===== config.mk =====
export PLATFORM = sky130hd
export DESIGN_NAME = busy_readback
export DESIGN_NICKNAME = d
export VERILOG_FILES = /design/src/rtl/poll_pkg.sv /design/src/rtl/bsr_read_detect.sv /design/src/rtl/bsr_toggle.sv /design/src/rtl/bsr_out_mux.sv /design/src/rtl/busy_readback.sv
export SDC_FILE = /design/constraint.sdc
export NUM_CORES = 1
export LEC_CHECK = 0
export BUFFER_PORTS_ARGS = -buffer_cell sky130_fd_sc_hd__clkbuf_2
export CELL_PAD_IN_SITES_DETAIL_PLACEMENT = 1
export CELL_PAD_IN_SITES_GLOBAL_PLACEMENT = 2
export CORE_MARGIN = 5
export CORE_UTILIZATION = 14
export DETAILED_ROUTE_END_ITERATION = 8
export GPL_ROUTABILITY_DRIVEN = 0
export PLACE_DENSITY = 0.65
export SETUP_SLACK_MARGIN = 0.15
export SYNTH_ARGS = -nofsm -noshare
export SYNTH_HDL_FRONTEND = slang
export SYNTH_HIERARCHICAL = 1
export SYNTH_SLANG_ARGS = --single-unit

===== constraint.sdc =====
create_clock -name clk -period 1.65 [get_ports clk]
set_input_delay 0.33 -clock clk [delete_from_list [all_inputs] [get_ports clk]]
set_output_delay 0.33 -clock clk [all_outputs]
set_load 0.03 [all_outputs]

===== src/rtl/poll_pkg.sv =====
package poll_pkg;

    // Where the read bus takes its byte from
    typedef enum logic [1:0] {
        SRC_OFF   = 2'd0,
        SRC_POLL  = 2'd1,
        SRC_ARRAY = 2'd2
    } src_e;

    // Read access events derived from the sampled controls
    typedef struct packed {
        logic active;   // a recognised read is in progress
        logic start;    // first clock of a new read access
    } rd_evt_t;

    // Combinational qualifier: select and read enable low, write enable high
    function automatic logic is_read(input logic sel_n, input logic ren_n,
                                     input logic wen_n);
        return !sel_n && !ren_n && wen_n;
    endfunction

    function automatic src_e pick_src(input logic active, input logic busy);
        if (!active)
            return SRC_OFF;
        return busy ? SRC_POLL : SRC_ARRAY;
    endfunction

endpackage


===== src/rtl/bsr_read_detect.sv =====
module bsr_read_detect
    import poll_pkg::*;
(
    input  logic    clk,
    input  logic    rst,
    input  logic    chip_sel_n,
    input  logic    rd_en_n,
    input  logic    wr_en_n,
    output rd_evt_t evt
);

    logic qual_now;
    logic qual_q;

    assign qual_now = is_read(chip_sel_n, rd_en_n, wr_en_n);

    always_ff @(posedge clk) begin
        if (rst)
            qual_q <= 1'b0;
        else
            qual_q <= qual_now;
    end

    always_comb begin
        evt.active = qual_q;
        evt.start  = qual_now && !qual_q;
    end

endmodule


===== src/rtl/bsr_toggle.sv =====
module bsr_toggle (
    input  logic clk,
    input  logic rst,
    input  logic busy,
    input  logic start,
    output logic tog
);

    logic busy_q;
    logic busy_rise;

    assign busy_rise = busy && !busy_q;

    always_ff @(posedge clk) begin
        if (rst) begin
            busy_q <= 1'b0;
            tog    <= 1'b0;
        end else begin
            busy_q <= busy;
            if (busy_rise)
                tog <= start;       // cleared, or counts a read that opens the period
            else if (busy && start)
                tog <= ~tog;
        end
    end


    first_read_clear_chk: assert property (@(posedge clk) disable iff (rst)
        (busy_rise && !start) |=> !tog);

endmodule


===== src/rtl/bsr_out_mux.sv =====
module bsr_out_mux
    import poll_pkg::*;
#(
    parameter int DATA_W = 8
) (
    input  src_e              src,
    input  logic              last_msb,
    input  logic              tog,
    input  logic [DATA_W-1:0] arr_byte,
    output logic [DATA_W-1:0] out_byte
);

    localparam int LOW_W = DATA_W - 2;

    always_comb begin
        case (src)
            SRC_POLL:  out_byte = {~last_msb, tog, {LOW_W{1'b0}}};
            SRC_ARRAY: out_byte = arr_byte;
            default:   out_byte = '0;
        endcase
    end

endmodule


===== src/rtl/busy_readback.sv =====
module busy_readback
    import poll_pkg::*;
#(
    parameter int DATA_W = 8
) (
    input  logic              clk,
    input  logic              rst,
    input  logic              busy,
    input  logic              last_msb,
    input  logic [DATA_W-1:0] arr_byte,
    input  logic              chip_sel_n,
    input  logic              rd_en_n,
    input  logic              wr_en_n,
    output logic [DATA_W-1:0] rd_byte,
    output logic              rd_oe
);

    localparam int MSB     = DATA_W - 1;
    localparam int TOG_BIT = DATA_W - 2;
    localparam int LOW_W   = DATA_W - 2;

    rd_evt_t evt;
    logic    tog;
    src_e    src;

    bsr_read_detect u_detect (
        .clk        (clk),
        .rst        (rst),
        .chip_sel_n (chip_sel_n),
        .rd_en_n    (rd_en_n),
        .wr_en_n    (wr_en_n),
        .evt        (evt)
    );

    bsr_toggle u_toggle (
        .clk   (clk),
        .rst   (rst),
        .busy  (busy),
        .start (evt.start),
        .tog   (tog)
    );

    assign src = pick_src(evt.active, busy);

    bsr_out_mux #(.DATA_W(DATA_W)) u_mux (
        .src      (src),
        .last_msb (last_msb),
        .tog      (tog),
        .arr_byte (arr_byte),
        .out_byte (rd_byte)
    );

    assign rd_oe = evt.active;


    read_qual_chk: assert property (@(posedge clk) disable iff (rst)
        rd_oe |-> $past(!chip_sel_n && !rd_en_n && wr_en_n));


    idle_zero_chk: assert property (@(posedge clk) disable iff (rst)
        !rd_oe |-> (rd_byte == '0));


    poll_msb_chk: assert property (@(posedge clk) disable iff (rst)
        (rd_oe && busy) |-> (rd_byte[MSB] == !last_msb));


    tog_hold_chk: assert property (@(posedge clk) disable iff (rst)
        (rd_oe && busy && $past(rd_oe) && $past(busy)) |-> $stable(rd_byte[TOG_BIT]));


    poll_low_chk: assert property (@(posedge clk) disable iff (rst)
        (rd_oe && busy) |-> (rd_byte[LOW_W-1:0] == '0));


    true_data_chk: assert property (@(posedge clk) disable iff (rst)
        (rd_oe && !busy) |-> (rd_byte == arr_byte));

endmodule


== After elaboration in Yosys (flattened, before gate mapping) ==
Index checks and enable logic that the tools add are counted.
Operators by class
  equal/unequal tests: 2
  muxes and demuxes: 5
  bitwise gates (word level): 2
  reduce and logical (&&, ||, !) cells: 10
Operators with widths (number)
  8-bit one-hot mux with 2 select lines: 1
  1-bit logical AND: 5
  1-bit logical NOT: 4
  2-bit two-way mux: 2
  2-bit by 1-bit equality test with 1-bit output, second input constant: 1
  2-bit equality test, second input constant: 1
  1-bit two-way mux: 2
  1-bit NOT: 2
  2-bit nonzero test: 1
Word-level totals
  bits in registers: 3
  input bits: 15
  output and inout port bits: 9
  logic and storage cells: 22

== Logic depth before layout (Yosys ltp) ==
Gate-level depths: netlist (run 1).
  depth after elaboration: 7
  mapped depth: 6
  depth with buffers taken out: 5

== Hierarchy ==
The synthesis (run 1) kept the hierarchy.
By module, submodules not included
  bsr_out_mux: instances 1, cells each 15, area an instance 103.8 um^2, seq. area each 0.0 um^2
  bsr_toggle: instances 1, cells each 9, area an instance 72.6 um^2, seq. area each 40.0 um^2
  bsr_read_detect: instances 1, cells each 4, area an instance 45.0 um^2, seq. area each 20.0 um^2
  busy_readback: instances 1, cells each 2, area an instance 16.3 um^2, seq. area each 0.0 um^2

== Least setup slack after synthesis (run 1) ==
No wires, ideal clock.
  path type: flip-flop to output port
  start point: register u_detect.qual_q
  end point: output rd_byte[7]
  arrival time: 1441 ps
  required time: 1320 ps
  setup slack: -121 ps
  stages on the path, launching flop included: 7
  path buffers: 1
  path through: dfxtp_1 buf_4 and2_2 inv_1 ha_1 nand2_1 a21oi_1
On the way
  word-level cells in the longest chain between the ends: 3
  elaborated cells between the ends (all ways): 4
  classes of those cells: eq/ne: 2; mux: 2
Ends and longest elaborated chain
  start: declaration: line bsr_read_detect.sv:13  | logic qual_q;
  start signal: assignment: line bsr_read_detect.sv:21  | qual_q <= qual_now;
  2-bit two-way mux *: line poll_pkg.sv:25  | return busy ? SRC_POLL : SRC_ARRAY;
  net src[0]: line busy_readback.sv:24  | src_e src;
  2-bit equality test or 2-bit by 1-bit equality test with 1-bit output (tied branches): line bsr_out_mux.sv:16  | case (src)
  8-bit one-hot mux with 2 select lines *: line bsr_out_mux.sv:16
  end: declaration: line busy_readback.sv:14  | output logic [DATA_W-1:0] rd_byte,
The timed path passes the listed nets; every way through them passes the cells marked *.

== Worst setup path after layout (run 1) ==
  start point: register u_detect.qual_q
  end point: output rd_byte[6]
Same word-level chain as after synthesis.

==> metrics.cfg, run 1 <==
[yosys]
ys_types=15
syn_inst=30
synthTopCellsByArea=dfxtp_1 (25%), and2_2 (22%), ha_1 (11%)
netlist_area_um2=237.7
synth_top_cell_by_area=dfxtp_1
ys.warnings.count=6
syn_nets=47
ys_seq_area_share_pct=25.26
ys_ff_latch=3
synth_top_area_share_pct=25.26
syn_avg_cell_area_um2=7.924

[global_route]
grtUsageTotal_pct=7.320
grt_max_degree=9
grt_overflow=0
grt_pass1_wl_mm=1.400
grt_pass1_vias=363
antenna_found_initial=0

[die]
dieArea_um2=2622
core-area_um2=1559
io_pins=24
fp.dieW_um=51.21
die_h_um=51.21
initial_core_util_pct=15.25
rows=14

[layout]
final_cells=74
final_layout_size_suffix_gt1_share_pct=79.31
final_core_util_pct=35.15
n_fill_cell=191
nets=76
area_growth_pct=130.5
diodes=0
regArea_um2=61.31
multi_input_area_um2=219.0

[route]
wl_um=827
first_pass_iters=3
route.detailed.drc=0
antenna_left=0
vias=321
wire_per_inst_um=11.18
drtIter0Drc=3
vias_per_cell=4.338

[timing]
slew_headroom_pct=73.88
final-setup-viol-count=1
max_freq_mhz=599.4
rsz0062_at_grt=yes
hold_viol=0
maxSlewViolCount=0
period_minus_slack_ns=1.668
worstMarginPinSlew_ns=0.3863
holdWs_ns=0.2758
timing.final.ws_setup_ns=-0.01842
finalCritPeriodShare_pct=101.1
clock_skew_ns=0.001506

[clocking]
postCtsHoldBufs=0
root_buffer=clkbuf_4
htreeDepth=1
cts_tree=done
clk_pin_slew_ns=0.04
cts_buffer_depth=2
numCtsBuffers=3
worstSkewPairLatency_ns=0.23
cts_sinks=3

[placement]
portBuffers=23
dp_slack_ns=0.02926
dp.cells=69
place_hpwl_um=686.8

[critical_path]
slowest_delay_ns=0.32
cp_slowest_cell=dfxtp_2
startpoint_type=register
cp-end-kind=primary output
critPathTopFamily=flip-flops
critPathMaxFanout=8
crit_chain=and2b_2 -> ha_4 -> a22oi_2 -> nor2_4 -> buf_8
crit_arrival_ns=1.34
critPathBufInv=1
path_class=register to primary output
worstPathRequired_ns=1.32

[flow_run]
drv_cap=0

[power]
ir_drop_mv=0.2869
leakage_nw=0.2444
p_total_mw=0.2546
p_per_area_nw_per_um2=464.6

[run_status]
violations=setup timing
status=finished with violations

[hold_path]
hp-class=primary input to register

[power by group]
part	total [mW]	internal [mW]	switching [mW]
clock	0.129	0.0906	0.0380
sequential	0.0774	0.0757	0.00171
combinational	0.0485	0.0276	0.0209
[per-layer routing]
layer,wire length (um),global-route usage (%),vias to the layer above,part of all wire (%)
met4,14,4.036,0,1.7
met5,0,0,-,0
met3,140,5.233,2,17
met2,377,12.88,24,46
met1,295,5.944,143,36
li1,-,-,152,-
[cell usage in the layout (no fill, tap or decap), drive strengths merged]
cell / n
clkbuf: 19
and2: 7
o21ai: 1
inv: 3
a22oi: 1
nor4b: 2
nor2b: 1
nand3: 1
a21oi: 2
nor2: 2
ha: 2
dfxtp: 3
and2b: 1
nand2b: 1
buf: 10
nand2: 2
[Yosys cell counts, drive strengths merged]
master	instances
nand3	1
nor2b	1
a21oi	2
nand2b	1
a22oi	1
and2b	1
ha	2
o21ai	1
inv	3
dfxtp	3
nor4b	2
buf	1
and2	7
nand2	2
nor2	2
[kinds of logic after synthesis]
kind of cell,share of synthesized area (%)
flip-flops,25.26
AND/OR/NAND/NOR,46.85
adder cells (fa/ha/maj),10.52
buffers and inverters,7.896
AO/OA/AOI/OAI,9.473
[path summary, 6_finish.rpt]
| check | to | from | slack, ns | cells past startpoint |
|---|---|---|---|---|
| worst min-delay path | u_detect/qual_q | rd_en_n | 0.28 | 2 |
| worst min register to register | u_toggle/tog | u_toggle/tog | 0.52 | 2 |
| worst max-delay path | rd_byte[6] | u_detect/qual_q | -0.02 | 5 |
| worst max register to register | u_toggle/tog | u_detect/qual_q | 0.56 | 4 |
[sequential cells by signal, summed over array words and instances (netlist names)]
name,cells
u_toggle/busy_q,1
u_toggle/tog,1
u_detect/qual_q,1
[area by class of cell]
class,count,share of cell area [%]
Sequential cell,3,11.19
Tap cell,16,3.653
Clock buffer,4,4.795
Multi-Input combinational cell,23,39.95
Inverter,3,2.055
Timing Repair Buffer,25,38.36
[what timing repair did]
action,CTS,global route
gates resized for setup,19,8
endpoints found under the hold margin,0,0
setup endpoints to repair,8,8
buffers inserted,0,1
pin swaps,2,1
cloned,0,0
[stage by stage]
stage / instance area, um2 / setup TNS (ns)
finish: 548.0 / -0.01842
floorplan: 292.8 / 0
global placement: 424.2 / 0
global route: 548.0 / -0.1562
detailed placement: 424.2 / 0
CTS: 530.5 / -0.09964
Power figures use the tool's default switching activity.
==> run 2, diff against run 1 <==
SETUP_SLACK_MARGIN = 0.4   (was 0.15)
==> run 2 against run 1 <==
  * Worst setup slack worse by 0.011 ns
  * The run still ends with setup timing left
  * Die area stayed put
  * Fmax is 0.63% lower
  * Via count is 3.1% lower
  * Flip-flop and latch count stayed put
==> metrics.cfg, run 2 (same netlist as run 1, synthesis figures left out) <==
[timing]
max_freq_mhz=595.6
setup_tns_ns=-0.02898
slew_headroom_pct=71.49
hold_viol=0
worstMarginPinSlew_ns=0.4217
finalCritPeriodShare_pct=101.8
maxSlewViolCount=0
period_minus_slack_ns=1.679
timing.final.ws_setup_ns=-0.02898
final-setup-viol-count=1
clock_skew_ns=0.002660
rsz0062_at_grt=yes

[clocking]
numCtsBuffers=3
cts_sinks=3
worstSkewPairLatency_ns=0.23
htreeDepth=1
root_buffer=clkbuf_4
cts_buffer_depth=2
cts_tree=done
clk_pin_slew_ns=0.03
post-cts-setup-buffers=0

[global_route]
grt_pass1_wl_mm=1.352
antenna_found_initial=0
grtUsageTotal_pct=6.897
grt_pass1_vias=310
grt_max_degree=9
grt_overflow=0

[run_status]
violations=setup timing
status=finished with violations

[critical_path]
worstPathRequired_ns=1.32
crit_path_start=u_detect/qual_q
endpoint=rd_byte[6]
path_class=register to primary output
crit_chain=and2b_2 -> ha_4 -> a22oi_2 -> nor2_4 -> buf_8
slowest_delay_ns=0.32
reg2regPathDepth=4
crit_cells=5
rrSetupSlack_ns=0.55
critPathBufInv=1
reg2reg_from=u_detect/qual_q
cp_slowest_cell=dfxtp_2
crit_arrival_ns=1.35
cp-end-kind=primary output
reg2reg_to=u_toggle/tog
critPathTopFamily=flip-flops
startpoint_type=register
critPathMaxFanout=8

[layout]
layout_common_cells=clkbuf_2 (15), buf_8 (8), and2_4 (7)
area_growth_pct=130.5
final_common_cell=clkbuf_2
nets=75
largestRegisters=u_detect/qual_q: 1 flops, u_toggle/busy_q: 1 flops, u_toggle/tog: 1 flops
diodes=0
final_layout_size_suffix_gt1_share_pct=78.95

[power]
leakage_nw=0.2426
ir_drop_mv=0.3879
p_per_area_nw_per_um2=461.7
p_total_mw=0.2530

[placement]
dp_slack_ns=0.02721
portBuffers=23
place_hpwl_um=698.7

[die]
die_h_um=51.21
io_pins=24
fp.dieW_um=51.21
rows=14
dieArea_um2=2622
initial_core_util_pct=15.25
core-area_um2=1559

[route]
drtIter0Drc=4
first_pass_iters=4
wire_per_inst_um=11.33
vias_per_cell=4.260
antenna_left=0
vias=311
wl_um=827
route.detailed.drc=0

[hold_path]
worstHoldPathCells=2
hp-class=primary input to register

[flow_run]
drv_cap=0

-- run 2: worst min-delay path by stage --
stage / from / endpoint
2_1_floorplan: rst / u_toggle/busy_q
3_3_place_gp: u_toggle/tog / u_toggle/tog
3_5_place_dp: u_toggle/tog / u_toggle/tog
4_1_cts: rd_en_n / u_detect/qual_q
5_1_grt: chip_sel_n / u_detect/qual_q
6_report: chip_sel_n / u_detect/qual_q
-- run 2: final cells by class --
class | instances | area (um2)
Tap cell | 16 | 20.02
Fill cell | 190 | 1011
Sequential cell | 3 | 61.31
Timing Repair Buffer | 24 | 202.7
Clock buffer | 4 | 26.28
Inverter | 3 | 11.26
Multi-Input combinational cell | 23 | 226.5
-- run 2: through the flow --
| step | utilization, % | instance area, um2 | instances | hold slack, ns |
|---|---|---|---|---|
| 6_report | 35.15 | 548.0 | 73 | 0.2827 |
| 5_1_grt | 35.15 | 548.0 | 73 | 0.2742 |
| 4_1_cts | 34.51 | 538.0 | 73 | 0.2693 |
| 3_5_place_dp | 28.25 | 440.4 | 69 | 0.5129 |
| 3_3_place_gp | 28.25 | 440.4 | 69 | 0.4982 |
| 2_1_floorplan | - | 309.0 | 30 | 0.3967 |
-- run 2: layer usage --
layer / track usage [%] / share of wire (%) / up-vias
met1: 8.042 / 40 / 135
li1: - / - / 150
met3: 6.105 / 21 / 0
met2: 9.442 / 40 / 26
met5: 0 / 0 / -
met4: 1.345 / 0 / 0
-- run 2: what timing repair did --
action / in CTS / in global routing
pin swaps: 3 / 2
setup endpoints to repair: 8 / 8
cloned: 0 / 0
hold buffers: 0 / 0
gates resized for setup: 17 / 8
-- run 2: where the power goes --
part           internal [mW]  leakage, nW  total (mW)  switching, mW
logic                 0.0281        0.203      0.0496         0.0214
clock network         0.0904       0.0150       0.126         0.0355
registers             0.0758       0.0250      0.0776        0.00180
